<file path="config.mk">
export PLATFORM = sky130hd
export DESIGN_NAME = hsbus_initiator
export DESIGN_NICKNAME = d
export VERILOG_FILES = /design/src/rtl/hsbus_pkg.sv /design/src/rtl/hsbus_sync.sv /design/src/rtl/hsbus_cycle_cnt.sv /design/src/rtl/hsbus_initiator.sv
export SDC_FILE = /design/constraint.sdc
export NUM_CORES = 1
export LEC_CHECK = 0
export ABC_AREA = 1
export BUFFER_PORTS_ARGS = -buffer_cell sky130_fd_sc_hd__buf_2
export CAP_MARGIN = 15
export CORE_MARGIN = 2
export CORE_UTILIZATION = 32
export CTS_CLUSTER_SIZE = 12
export DETAILED_ROUTE_END_ITERATION = 8
export GPL_ROUTABILITY_DRIVEN = 1
export HOLD_SLACK_MARGIN = 0.1
export PLACE_DENSITY = 0.54
export SLEW_MARGIN = 20
export SYNTH_ARGS = -nofsm -noshare
export SYNTH_HDL_FRONTEND = slang
export SYNTH_SLANG_ARGS = --single-unit
</file>
<file path="constraint.sdc">
create_clock -name clk_i -period 3.6 [get_ports clk_i]
set_input_delay 0.72 -clock clk_i [delete_from_list [all_inputs] [get_ports clk_i]]
set_output_delay 0.72 -clock clk_i [all_outputs]
set_load 0.02 [all_outputs]
</file>
<file path="src/rtl/hsbus_pkg.sv">
package hsbus_pkg;
  typedef enum logic [2:0] {
    ST_IDLE,
    ST_SETUP,
    ST_REQ,
    ST_RELEASE,
    ST_DONE
  } hs_state_e;
endpackage

</file>
<file path="src/rtl/hsbus_sync.sv">
module hsbus_sync #(
  parameter int  STAGES  = 2,
  parameter logic RST_VAL = 1'b1
) (
  input  logic clk_i,
  input  logic rst_ni,
  input  logic d_i,
  output logic q_o
);
  logic [STAGES-1:0] pipe_q;

  always_ff @(posedge clk_i or negedge rst_ni) begin
    if (!rst_ni) pipe_q <= {STAGES{RST_VAL}};
    else         pipe_q <= {pipe_q[STAGES-2:0], d_i};
  end

  assign q_o = pipe_q[STAGES-1];
endmodule

</file>
<file path="src/rtl/hsbus_cycle_cnt.sv">
// Counts enabled cycles; hit_o marks the MAX-th enabled cycle.
module hsbus_cycle_cnt #(
  parameter int MAX = 2
) (
  input  logic clk_i,
  input  logic rst_ni,
  input  logic clr_i,
  input  logic en_i,
  output logic hit_o
);
  localparam int CW = (MAX > 1) ? $clog2(MAX) : 1;

  logic [CW-1:0] cnt_q;

  assign hit_o = en_i && (cnt_q == CW'(MAX - 1));

  always_ff @(posedge clk_i or negedge rst_ni) begin
    if (!rst_ni)             cnt_q <= '0;
    else if (clr_i)          cnt_q <= '0;
    else if (en_i && !hit_o) cnt_q <= cnt_q + 1'b1;
  end
endmodule

</file>
<file path="src/rtl/hsbus_initiator.sv">
module hsbus_initiator
  import hsbus_pkg::*;
#(
  parameter int AW          = 8,
  parameter int DW          = 8,
  parameter int SETUP_CYC   = 2,
  parameter int TIMEOUT_CYC = 16
) (
  input  logic          clk_i,
  input  logic          rst_ni,
  input  logic          cmd_valid_i,
  output logic          cmd_ready_o,
  input  logic          cmd_write_i,
  input  logic [AW-1:0] cmd_addr_i,
  input  logic [DW-1:0] cmd_wdata_i,
  output logic          rsp_valid_o,
  output logic          rsp_err_o,
  output logic [DW-1:0] rsp_rdata_o,
  output logic [AW-1:0] bus_addr_o,
  output logic          bus_cmd_o,
  output logic          bus_addr_oe_o,
  output logic [DW-1:0] bus_data_o,
  output logic          bus_data_oe_o,
  input  logic [DW-1:0] bus_data_i,
  output logic          bus_req_no,
  input  logic          bus_ack_ni
);
  hs_state_e     state_q, state_d;
  logic [AW-1:0] addr_q;
  logic [DW-1:0] wdata_q, rdata_q;
  logic          wr_q, err_q;
  logic          ack_n_s;
  logic          setup_hit, to_hit;

  hsbus_sync #(.STAGES(2), .RST_VAL(1'b1)) u_ack_sync (
    .clk_i (clk_i),
    .rst_ni(rst_ni),
    .d_i   (bus_ack_ni),
    .q_o   (ack_n_s)
  );

  hsbus_cycle_cnt #(.MAX(SETUP_CYC)) u_setup_cnt (
    .clk_i (clk_i),
    .rst_ni(rst_ni),
    .clr_i (state_q != ST_SETUP),
    .en_i  (state_q == ST_SETUP),
    .hit_o (setup_hit)
  );

  generate
    if (TIMEOUT_CYC > 0) begin : g_timeout
      hsbus_cycle_cnt #(.MAX(TIMEOUT_CYC)) u_to_cnt (
        .clk_i (clk_i),
        .rst_ni(rst_ni),
        .clr_i (state_q != ST_REQ),
        .en_i  (state_q == ST_REQ),
        .hit_o (to_hit)
      );
    end else begin : g_no_timeout
      assign to_hit = 1'b0;
    end
  endgenerate

  always_comb begin
    state_d = state_q;
    unique case (state_q)
      ST_IDLE:    if (cmd_valid_i) state_d = ST_SETUP;
      ST_SETUP:   if (setup_hit)   state_d = ST_REQ;
      // a low ack wins over a timeout in the same cycle
      ST_REQ:     if (!ack_n_s || to_hit) state_d = ST_RELEASE;
      ST_RELEASE: if (ack_n_s)     state_d = ST_DONE;
      ST_DONE:                     state_d = ST_IDLE;
      default:                     state_d = ST_IDLE;
    endcase
  end

  always_ff @(posedge clk_i or negedge rst_ni) begin
    if (!rst_ni) begin
      state_q <= ST_IDLE;
      addr_q  <= '0;
      wdata_q <= '0;
      rdata_q <= '0;
      wr_q    <= 1'b0;
      err_q   <= 1'b0;
    end else begin
      state_q <= state_d;
      if (state_q == ST_IDLE && cmd_valid_i) begin
        addr_q  <= cmd_addr_i;
        wdata_q <= cmd_wdata_i;
        wr_q    <= cmd_write_i;
        err_q   <= 1'b0;
      end
      if (state_q == ST_REQ) begin
        if (!ack_n_s) begin
          if (!wr_q) rdata_q <= bus_data_i;
        end else if (to_hit) begin
          err_q <= 1'b1;
        end
      end
    end
  end

  logic drive;
  assign drive         = (state_q == ST_SETUP) || (state_q == ST_REQ);
  assign cmd_ready_o   = (state_q == ST_IDLE);
  assign rsp_valid_o   = (state_q == ST_DONE);
  assign rsp_err_o     = err_q;
  assign rsp_rdata_o   = rdata_q;
  assign bus_addr_o    = addr_q;
  assign bus_cmd_o     = wr_q;
  assign bus_addr_oe_o = drive;
  assign bus_data_o    = wdata_q;
  assign bus_data_oe_o = drive && wr_q;
  assign bus_req_no    = (state_q != ST_REQ);
endmodule

</file>
[Word level (Yosys, flattened, before mapping)]
Cells that the tools add are included.
Cells by class
  $add $sub $neg: 2
  eq/ne operators: 11
  multiplexer cells: 13
  bitwise logic cells: 2
  reductions and logical operators: 16
Operators with widths (count)
  3-bit two-way mux: 4
  3-bit one-hot mux with 4 select lines: 1
  4-bit two-way mux: 2
  3-bit by 2-bit == test with 1-bit output, second input constant: 2
  1-bit logical AND: 6
  1-bit two-way mux: 6
  2-bit != test, second input constant: 3
  4-bit by 1-bit adder with 4-bit output, second input constant: 1
  4-bit == test, second input constant: 1
  4-bit AND reduction: 1
  2-bit nonzero test: 2
  3-bit by 1-bit == test with 1-bit output, second input constant: 1
  3-bit == test, second input constant: 1
  1-bit zero test: 3
  3-bit zero test: 1
  3-bit by 1-bit != test with 1-bit output, second input constant: 1
  3-bit by 2-bit != test with 1-bit output, second input constant: 1
  3-bit AND reduction: 1
  1-bit logical OR: 2
  2-bit by 1-bit != test with 1-bit output, second input constant: 1
  1-bit NOT: 2
  1-bit adder, second input constant: 1
Word-level totals
  register bits after elaboration: 36
  input bits: 29
  output and inout bits: 31
  word-level logic and storage cells: 53

[Longest topological paths before layout]
Gate-level depths: netlist (run 1).
  depth in word-level cells: 6
  depth in mapped cells: 8

[Hierarchy]
From an unflattened synthesis (run 1), not the netlist that was laid out.
Second synthesis, totals
  cell total of the unflattened synthesis: 186
  area total of the unflattened synthesis: 1637.8 um^2
Modules (own cells, without submodules)
  hsbus_initiator: times used 1, cells an instance 149, area each 1313.8 um^2, sequential area each 725.7 um^2
  hsbus_cycle_cnt at g_timeout.u_to_cnt: times used 1, cells an instance 30, area each 231.5 um^2, sequential area each 100.1 um^2
  hsbus_sync: times used 1, cells an instance 2, area each 52.6 um^2, sequential area each 52.6 um^2
  hsbus_cycle_cnt at u_setup_cnt: times used 1, cells an instance 5, area each 40.0 um^2, sequential area each 25.0 um^2

[Least setup slack after synthesis (run 1)]
No wires, ideal clock.
  path kind: register -> output
  start point: register state_q[0]
  end point: output bus_data_oe_o
  arrival: 1.246 ns
  slack: 1.634 ns
  cell stages (with the launch flop): 6
  buffers on the path: 0
  cell sequence: dfrtp_1 inv_1 nand2_1 nor2_4 inv_1 a21oi_1
On the way
  longest elaborated chain between the ends: 3
Ends and longest elaborated chain
  from (decl): RTL line hsbus_initiator.sv:28  | hs_state_e state_q, state_d;
  from (signal assigned): RTL line hsbus_initiator.sv:86  | state_q <= state_d;
  3-bit by 1-bit == test with 1-bit output or 3-bit by 2-bit == test with 1-bit output (tied branches): RTL line hsbus_initiator.sv:104  | assign drive = (state_q == ST_SETUP) || (state_q == ST_REQ);
  1-bit logical OR (*): RTL line hsbus_initiator.sv:104
  1-bit logical AND (*): RTL line hsbus_initiator.sv:113  | assign bus_data_oe_o = drive && wr_q;
  to (decl): RTL line hsbus_initiator.sv:23  | output logic bus_data_oe_o,
Every way passes the cells marked *; elsewhere a longest branch is shown, timed or not.

[Final worst setup path (run 1)]
Same ends and word-level chain as after synthesis.

==> reports/metrics.yaml, run 1 <==
hold_path_end: "u_ack_sync.pipe_q[1]$_DFF_PN1_"
max_clock_freq_ghz: 0.460
gp_congestion: 0.825
drive_gt1_share_pct: 34.2
r2r-start: "state_q[0]$_DFFE_PN0P_"
port_buffers: 59
hold_viol_final: 0
wl_um: 3190
worstPathArrival_ns: 1.46
timing.rr.end: "bus_cmd_o$_DFFE_PN0P_"
maxSlewHeadroom_pct: 47.4
htree_num_levels: 2
hold_class: "reg -> reg"
end_kind: "output pin"
path_cells: "inv_1 > nand2_1 > nor2_4 > inv_1 > a21oi_1 > buf_2"
cts_tree: "done"
post_cts_buffers: 0
start_kind: "flip-flop"
ys_seq_area_share_pct: 57.9
wl_per_cell_um: 10.6
drt-pass1-iter-count: 4
drtIter0Drc: 57
ioPinCount: 60
gr-usage-met2_pct: 18.4
ys_types: 21
die_h_um: 73.8
grt.busiest_layer: "met2"
reg2reg_depth: 6
crit_required_ns: 2.88
holdBufCountCts: 0
syn_inst: 172
powerDensity_mw_per_mm2: 883
maxSlewViolCount: 0
cts-root-buf: "clkbuf_8"
initial_core_util_pct: 33.0
skew_ns: 0.00567
avgSynthCellArea_sq_um: 9.07
num_rows: 25
r2r_slack_ns: 2.16
tightest_slew_ns: 0.789
mappedNetlistArea_sq_mm: 0.00156
tns_ns: 0
design_area_sq_mm: 0.00198
hold_start: "u_ack_sync.pipe_q[0]$_DFF_PN1_"
finalPower_uw: 1750
path_clk_slew_ns: 0.07
instances_no_fill: 301
grt_setup_unrepaired: "false"
die_w_um: 73.8
drcViolationCount: 0
min_period_ns: 2.18
setup_violations: 0
place_hpwl_um: 2270
gr-usage-all-layers_pct: 12.9
num_antenna_cells: 0
grtUsageMet1_pct: 17.4
p_leak_uw: 0.00112
grt.overflow.total: 0
grt_pass1_wl_um: 5250
nets: 263
synth_seq_cells: 36
first_global_vias: 1162
post-route-period-util_pct: 60.4
cpPeakStageDelay_ns: 0.43
synthToLayoutAreaGrowth_pct: 27.0
crit_slowest_cell: "dfrtp_1"
die_area_sq_mm: 0.00545
place_area_sq_mm: 0.00190
clockBufferDepth: 2
cts_made_buffers: 5
via_per_inst: 4.19
cp_num_buf_inv: 3
grt_max_degree: 37
ir_drop_v: 0.000388
cp_common_cell: "inv_1"
synthesis.nets: 202
path_class: "reg -> out"
place_inst: 293
ys_warn_count: 0
clk_latency_ns: 0.29
antenna_left: 0
antenna_found_initial: 0
cp_max_fo: 7
vias: 1261
maxCapViolCount: 0
gr-usage-met3_pct: 5.90
crit_family: "flip-flops"
outcome: "complete, no violations"
min_path_cells: 0
clock_sinks: 36
core_area_sq_mm: 0.00472
cts_resized: 0
cells in the final DEF, fill, tap and decap left out, drive strengths merged:
cell,synthesis,layout
ha,1,1
clkinv,0,1
nand2,55,55
nor3,1,1
dfrtp,34,34
dfstp,2,2
inv,23,23
nor2,8,8
o21ai,14,14
clkbuf,1,7
nand3,24,24
o211ai,1,1
buf,4,59
a21oi,4,4
through the flow:
stage                     hold WS (ns)  util [%]  setup slack (ns)
after detailed placement         0.354      40.2              1.74
after CTS                        0.364      42.0              1.41
after global routing             0.365      42.0              1.29
after floorplan                  0.345         -              1.63
final                            0.360      42.0              1.42
after global placement           0.346      40.2              1.75
state kept, by name, summed over array words and instances (netlist names):
register	count
g_timeout.u_to_cnt.cnt_q	4
bus_addr_o	8
bus_data_o	8
u_ack_sync.pipe_q	2
bus_cmd_o	1
rsp_err_o	1
state_q	3
u_setup_cnt.cnt_q	1
rsp_rdata_o	8
final cells by class:
class / count / area, sq um
multi-input cells: 108 / 532
repair buffers: 59 / 295
fillers: 487 / 2740
clock inverters: 1 / 5.00
flip-flops and latches: 36 / 903
clock buffers: 7 / 76.3
well taps: 67 / 83.8
inverters: 23 / 86.3
Yosys cell counts:
library cell	count	area (sq um)
nand2_1	54	203
dfrtp_1	34	851
nand3_1	23	115
inv_1	22	82.6
o21ai_2	8	70.1
nor2_1	6	22.5
o21ai_0	6	30.0
a21oi_1	4	20.0
buf_6	2	22.5
dfstp_2	2	52.6
buf_2	1	5.00
buf_4	1	7.51
clkbuf_1	1	3.75
ha_1	1	12.5
inv_2	1	3.75
nand2_4	1	11.3
nand3_4	1	17.5
nor2_2	1	6.26
nor2_4	1	11.3
nor3_1	1	5.00
o211ai_1	1	7.51
power by group:
part	switching, uW	leakage (uW)	internal (uW)
combinational	551	0.000632	262
clock	137	0.0000422	136
sequential	92.7	0.000446	571
total	782	0.00112	969
per-layer routing:
layer  vias to the layer above  routed length (um)
met3                         2                 214
met4                         0                  12
met2                        39                1370
met1                       555                1600
met5                         -                   0
li1                        665                   -
cell families after synthesis:
family | synth area share (%)
AOI/OAI and AO/OA | 8.18
DFF | 57.9
adders and majority gates | 0.802
and+or+nand+nor | 25.1
buffers and inverters | 8.02
worst max path at each step:
stage,to,depth (start not counted),startpoint
final,bus_data_oe_o,6,state_q[0]$_DFFE_PN0P_
after floorplan,bus_data_oe_o,5,state_q[0]$_DFFE_PN0P_
after global placement,bus_data_oe_o,6,state_q[0]$_DFFE_PN0P_
after detailed placement,cmd_ready_o,4,state_q[0]$_DFFE_PN0P_
after CTS,cmd_ready_o,4,state_q[0]$_DFFE_PN0P_
after global routing,bus_data_oe_o,6,state_q[0]$_DFFE_PN0P_
(Power assumes the default switching activity.)
==> inputs of run 2 (changes only) <==
--- a/config.mk
+++ b/config.mk
@@ -5,7 +5,7 @@
 export SDC_FILE = /design/constraint.sdc
 export NUM_CORES = 1
 export LEC_CHECK = 0
-export ABC_AREA = 1
+export ABC_AREA = 0
 export BUFFER_PORTS_ARGS = -buffer_cell sky130_fd_sc_hd__buf_2
 export CAP_MARGIN = 15
 export CORE_MARGIN = 2
@@ -14,7 +14,7 @@
 export DETAILED_ROUTE_END_ITERATION = 8
 export GPL_ROUTABILITY_DRIVEN = 1
 export HOLD_SLACK_MARGIN = 0.1
-export PLACE_DENSITY = 0.54
+export PLACE_DENSITY = 0.55
 export SLEW_MARGIN = 20
 export SYNTH_ARGS = -nofsm -noshare
 export SYNTH_HDL_FRONTEND = slang
==> constraint.sdc (replaced) <==
create_clock -name clk_i -period 2.2 [get_ports clk_i]
set_input_delay 0.44 -clock clk_i [delete_from_list [all_inputs] [get_ports clk_i]]
set_output_delay 0.44 -clock clk_i [all_outputs]
set_load 0.02 [all_outputs]
==> reports/metrics.yaml, run 2 <==
outcome: "complete, no violations"
path_clk_slew_ns: 0.07  # about the same
antenna_left: 0  # unchanged
post-route-period-util_pct: 89.1
synth_top_area_share_pct: 57.6  # +3.1 points
ys_seq_area_share_pct: 61.2  # +3.3 points
drt-pass1-iter-count: 4  # unchanged
die_w_um: 71.9  # -2.6%
tns_ns: 0  # unchanged
start_kind: "flip-flop"
ys_top_cells_by_count: "dfrtp_1, mux2_2, mux2_4"
path_class: "reg -> out"
wl_per_cell_um: 13.9  # +31%
min_period_ns: 1.96
p_leak_uw: 0.000958  # -14%
holdWs_ns: 0.250  # -0.110 ns
htree_num_levels: 2  # unchanged
wl_um: 3030  # -5.0%
synthArstFlopShare_pct: 100  # unchanged
final_common_cell: "buf_2"
synth_seq_cells: 36  # unchanged
ioPinCount: 60  # unchanged
path_cells: "or3b_1 > buf_4 > buf_2"
num_antenna_cells: 0  # unchanged
post_cts_buffers: 0  # unchanged
grt_max_degree: 37  # unchanged
final_cell_mix: "buf_2, dfrtp_1, mux2_2"
cts_tree: "done"
drtIter0Drc: 56  # -1.8%
end_kind: "output pin"
drive_gt1_share_pct: 58.4  # +24 points
syn_inst: 103  # -40%
holdBufCountCts: 0  # unchanged
drcViolationCount: 0  # unchanged
cp_max_fo: 10  # +3
crit_required_ns: 1.76  # -1.12 ns
synthesis.nets: 133  # -34%
vias: 1021  # -19%
die_h_um: 71.9  # -2.6%
cts-root-buf: "clkbuf_8"
timing.rr.end: "rsp_rdata_o[7]$_DFFE_PN0P_"
grt_pass1_wl_um: 4970  # -5.4%
max_clock_freq_ghz: 0.510
ys_types: 23  # +9.5%
maxCapViolCount: 0  # unchanged
gr-usage-all-layers_pct: 12.4  # -0.48 points
synthFlopType: "dfrtp_1"
cts_made_buffers: 5  # unchanged
yosysTopAreaCell: "dfrtp_1"
core_area_sq_mm: 0.00441  # -6.5%
num_rows: 24  # -4.0%
maxSlewViolCount: 0  # unchanged
powerDensity_mw_per_mm2: 1530  # +73%
tightest_slew_ns: 0.806  # +0.0170 ns
reg2reg_depth: 3  # -3
hold_class: "in -> async"
nets: 195  # -26%
maxSlewHeadroom_pct: 46.2  # -1.1 points
cpPeakStageDelay_ns: 0.52  # +0.09 ns
ys_warn_count: 0  # unchanged
worstPathArrival_ns: 1.52  # +0.06 ns
grt.overflow.total: 0  # unchanged
clk_latency_ns: 0.27  # -0.02 ns
ir_drop_v: 0.000629  # +62%
skew_ns: 0.00366  # -0.00201 ns
gp_congestion: 0.742  # -10%
clock_sinks: 36  # unchanged
clockBufferDepth: 2  # unchanged
via_per_inst: 4.68  # +12%
synthToLayoutAreaGrowth_pct: 29.7
synth_edf_count: 0  # unchanged
grt_setup_unrepaired: "false"
antenna_found_initial: 0  # unchanged
port_buffers: 59  # unchanged
synthMostInstantiatedCell: "dfrtp_1"
synth_area_leaders: "dfrtp_1, mux2_2, mux2_4"
avgSynthCellArea_sq_um: 14.3  # +58%
initial_core_util_pct: 33.4  # +0.41 points
finalPower_uw: 2920  # +67%
crit_slowest_cell: "dfrtp_1"
first_global_vias: 1077  # -7.3%
r2r_slack_ns: 0.26  # -1.90 ns
place_hpwl_um: 2220  # -2.1%
hold_viol_final: 0  # unchanged
mappedNetlistArea_sq_mm: 0.00148  # -5.4%
setup_violations: 0  # unchanged
r2r-start: "state_q[1]$_DFFE_PN0P_"
die_area_sq_mm: 0.00517  # -5.1%
cts_resized: 0  # unchanged
## run 2: changes by cell type after synthesis, moves of 3 or more
cell     change
mux2_4       +8
mux2_2      +17
o21ai_2      -8
o21ai_0      -6
nand3_1     -21
nand2_1     -49
nor3_1       +3
nor3b_1      +4
inv_1       -22
## run 2: critical path: cells and delay by family, from the launching register on
kind                   cells  cell delay, ns
buffers and inverters      2            0.33
DFF                        1            0.52
and+or+nand+nor            1            0.40
## run 2: cell type report
type                       instances  area (sq um)
clock buffer                       6          72.6
clock inverter                     2          35.0
fill                             414          2500
multi-input combinational         61           528
sequential                        36           903
tap                               52          65.1
timing repair buffer              61           310
## run 2: how the worst max path moves through the flow
| stage | to | slack [ns] | depth (start not counted) | startpoint |
|---|---|---|---|---|
| finish | bus_req_no | 0.24 | 3 | state_q[1]$_DFFE_PN0P_ |
| global route | bus_req_no | 0.20 | 3 | state_q[1]$_DFFE_PN0P_ |
| CTS | bus_req_no | 0.25 | 3 | state_q[1]$_DFFE_PN0P_ |
| detailed placement | rsp_rdata_o[2]$_DFFE_PN0P_ | 0.29 | 3 | state_q[1]$_DFFE_PN0P_ |
| global placement | rsp_rdata_o[2]$_DFFE_PN0P_ | 0.36 | 3 | state_q[0]$_DFFE_PN0P_ |
| floorplan | bus_addr_o[0]$_DFFE_PN0P_ | 0.04 | 6 | state_q[1]$_DFFE_PN0P_ |
## run 2: kinds of logic after synthesis
| group | share of synthesized area [%] |
|---|---|
| XOR/XNOR | 1.19 |
| buffers and inverters | 3.05 |
| multiplexers | 21.8 |
| adder cells (fa/ha/maj) | 0.847 |
| flip-flops | 61.2 |
| AND/OR/NAND/NOR | 9.58 |
| AO/OA/AOI/OAI | 2.37 |
## run 2: report_power, final
part	switching [uW]	total (uW)	leakage, uW	internal, uW
Combinational	674	1240	0.000469	568
Sequential	183	1120	0.000435	942
Clock	221	558	0.0000552	336
## run 2: routing by layer
metal  track usage [%]  wire, um  vias to the layer above
li1                  -         -                      481
met1              15.1      1290                      488
met2              20.8      1460                       52
met3              4.86       287                        0
met4              3.14         0                        0
met5                 0         0                        -
## run 2: metrics by stage
stage / utilization (%) / std cells / setup WS [ns] / area [sq um]
2_1_floorplan: - / 103 / 0.0430 / 1480
3_3_place_gp: 40.9 / 210 / 0.357 / 1810
3_5_place_dp: 40.9 / 210 / 0.288 / 1810
4_1_cts: 43.4 / 218 / 0.245 / 1910
5_1_grt: 43.4 / 218 / 0.202 / 1910
6_report: 43.4 / 218 / 0.239 / 1910
==> inputs of run 3 (changes only) <==
--- a/config.mk
+++ b/config.mk
@@ -14,7 +14,8 @@
 export DETAILED_ROUTE_END_ITERATION = 8
 export GPL_ROUTABILITY_DRIVEN = 1
 export HOLD_SLACK_MARGIN = 0.1
-export PLACE_DENSITY = 0.55
+export MAX_ROUTING_LAYER = met4
+export PLACE_DENSITY = 0.57
 export SLEW_MARGIN = 20
 export SYNTH_ARGS = -nofsm -noshare
 export SYNTH_HDL_FRONTEND = slang
==> constraint.sdc (replaced) <==
create_clock -name clk_i -period 1.6 [get_ports clk_i]
set_input_delay 0.32 -clock clk_i [delete_from_list [all_inputs] [get_ports clk_i]]
set_output_delay 0.32 -clock clk_i [all_outputs]
set_load 0.02 [all_outputs]
==> reports/metrics.yaml, run 3 (same netlist as run 2, synthesis figures left out) <==
vias: 1036  # +1.5%
die_h_um: 71.9  # unchanged
place_inst: 216  # +2.9%
wl_um: 3160  # +4.2%
initial_core_util_pct: 33.4  # unchanged
crit_path_end: "rsp_rdata_o[7]$_DFFE_PN0P_"
switching_power_uw: 1570  # +46%
grt_max_degree: 37  # unchanged
crit_slowest_cell: "or3b_4"
grt.overflow.total: 0  # unchanged
post-route-period-util_pct: 105
path_clk_slew_ns: 0.07  # about the same
antenna_found_initial: 0  # unchanged
num_rows: 24  # unchanged
p_sw_share_pct: 35.8  # -1.1 points
cts_tree: "done"
die_area_sq_mm: 0.00517  # unchanged
htree_num_levels: 2  # unchanged
antenna_left: 0  # unchanged
cts-root-buf: "clkbuf_8"
r2r_slack_ns: -0.09  # -0.35 ns
p_comb_share_pct: 47.9  # +5.4 points
skew_ns: 0.00798  # +0.00432 ns
final-seq-area_sq_um: 903  # unchanged
die_w_um: 71.9  # unchanged
hold_viol_final: 0  # unchanged
num_antenna_cells: 0  # unchanged
maxSlewViolCount: 0  # unchanged
clock_sinks: 36  # unchanged
max_clock_freq_ghz: 0.593
tightest_slew_ns: 0.456  # -0.351 ns
cp_max_fo: 8  # -2
multi_input_area_sq_um: 578  # +9.5%
violations: "setup timing"
grt_pass1_wl_um: 5250  # +5.7%
drcViolationCount: 0  # unchanged
setup_violations: 10  # +10
gp_congestion: 0.779  # +5.0%
p_leak_uw: 0.00106  # +10%
via_per_inst: 4.56  # -2.6%
reg2reg_depth: 4  # +1
wl_per_cell_um: 13.9  # about the same
tns_ns: -0.701  # -0.701 ns
start_kind: "flip-flop"
clockPowerShare_pct: 17.7  # -1.4 points
drive_gt1_share_pct: 62.3  # +3.9 points
seqPwrFrac_pct: 34.5  # -4.0 points
ir_drop_v: 0.00104  # +65%
timing.rr.end: "rsp_rdata_o[7]$_DFFE_PN0P_"
synthToLayoutAreaGrowth_pct: 42.3
powerDensity_mw_per_mm2: 2090  # +37%
min_period_ns: 1.69
outcome: "finished, violations left"
worstPathArrival_ns: 1.85  # +0.33 ns
nets: 204  # +4.6%
first_global_vias: 1139  # +5.8%
path_class: "reg -> reg"
clockBufferDepth: 2  # unchanged
nFillCells: 389  # -6.0%
maxCapViolCount: 0  # unchanged
core_area_sq_mm: 0.00441  # unchanged
clk_latency_ns: 0.28  # about the same
gr-usage-all-layers_pct: 13.4  # +0.98 points
final_cell_mix: "buf_2, dfrtp_1, mux2_4"
path_cells: "or3b_4 > or3_1 > buf_6 > mux2_4"
drtIter0Drc: 34  # -39%
critPathLaunch: "state_q[2]$_DFFE_PN0P_"
internal_power_uw: 2820  # +53%
grt_setup_unrepaired: "true"
instances_no_fill: 227  # +4.1%
maxSlewHeadroom_pct: 69.6  # +23 points
crit_required_ns: 1.77  # about the same
r2r-start: "state_q[2]$_DFFE_PN0P_"
setup_slack_ns: -0.0860  # -0.325 ns
cts_made_buffers: 5  # unchanged
drt-pass1-iter-count: 3  # -1
place_hpwl_um: 2280  # +2.4%
final_common_cell: "buf_2"
end_kind: "flip-flop"
hold_class: "in -> reg"
ioPinCount: 60  # unchanged
port_buffers: 59  # unchanged
cpPeakStageDelay_ns: 0.40  # -0.12 ns
## run 3: power by group through the flow
stage | combinational (uW) | clock (uW) | sequential [uW]
detailed placement | 2000 | 0 | 1520
CTS | 2060 | 816 | 1520
global placement | 1950 | 0 | 1500
global route | 2250 | 856 | 1570
finish | 2100 | 776 | 1510
floorplan | 1000 | 0 | 1910
## run 3: final cells by class
class,count,area share [%]
multi-input combinational,61,27.5
clock inverter,3,2.03
tap,52,3.10
clock buffer,5,3.28
sequential,36,43.0
timing repair buffer,70,21.1
## run 3: timing repair
action / 4_1_cts / 5_1_grt
setup endpoints to repair: 13 / 21
hold buffers: 1 / 0
pin swaps: 1 / 3
cloned: 0 / 1
resized for setup: 7 / 6
hold endpoints to repair: 34 / 0
setup buffers: 1 / 0
## run 3: how the worst min path moves through the flow
stage | startpoint | to | slack, ns | cells after the start
2_1_floorplan | rst_ni | bus_addr_o[0]$_DFFE_PN0P_ | 0.02 | 0
3_3_place_gp | u_ack_sync.pipe_q[0]$_DFF_PN1_ | u_ack_sync.pipe_q[1]$_DFF_PN1_ | 0.35 | 0
3_5_place_dp | u_ack_sync.pipe_q[0]$_DFF_PN1_ | u_ack_sync.pipe_q[1]$_DFF_PN1_ | 0.35 | 0
4_1_cts | bus_ack_ni | u_ack_sync.pipe_q[0]$_DFF_PN1_ | 0.12 | 1
5_1_grt | bus_ack_ni | u_ack_sync.pipe_q[0]$_DFF_PN1_ | 0.12 | 1
6_report | bus_ack_ni | u_ack_sync.pipe_q[0]$_DFF_PN1_ | 0.14 | 1
## run 3: layer usage
metal	up-vias	share of wire (%)	global-route usage [%]
met5	-	0	-
met4	0	1.2	3.98
met3	4	4.5	3.47
met2	32	52	22.3
met1	504	43	16.1
li1	496	-	-
## run 3: stage by stage
step	cell area [sq um]	total power (uW)	hold WS [ns]	utilization (%)	setup slack [ns]
2_1_floorplan	1550	2910	0.0244	-	-0.264
3_3_place_gp	1910	3460	0.346	43.3	-0.0394
3_5_place_dp	1910	3510	0.347	43.3	-0.0860
4_1_cts	2060	4390	0.122	46.7	-0.0982
5_1_grt	2100	4670	0.122	47.6	-0.129
6_report	2100	4390	0.136	47.6	-0.0860
## run 3: critical path: cells and delay by family (launching register included)
kind | cells | cell delay, ns
simple gates | 2 | 0.73
flops | 1 | 0.38
mux | 1 | 0.30
buf+inv | 1 | 0.16
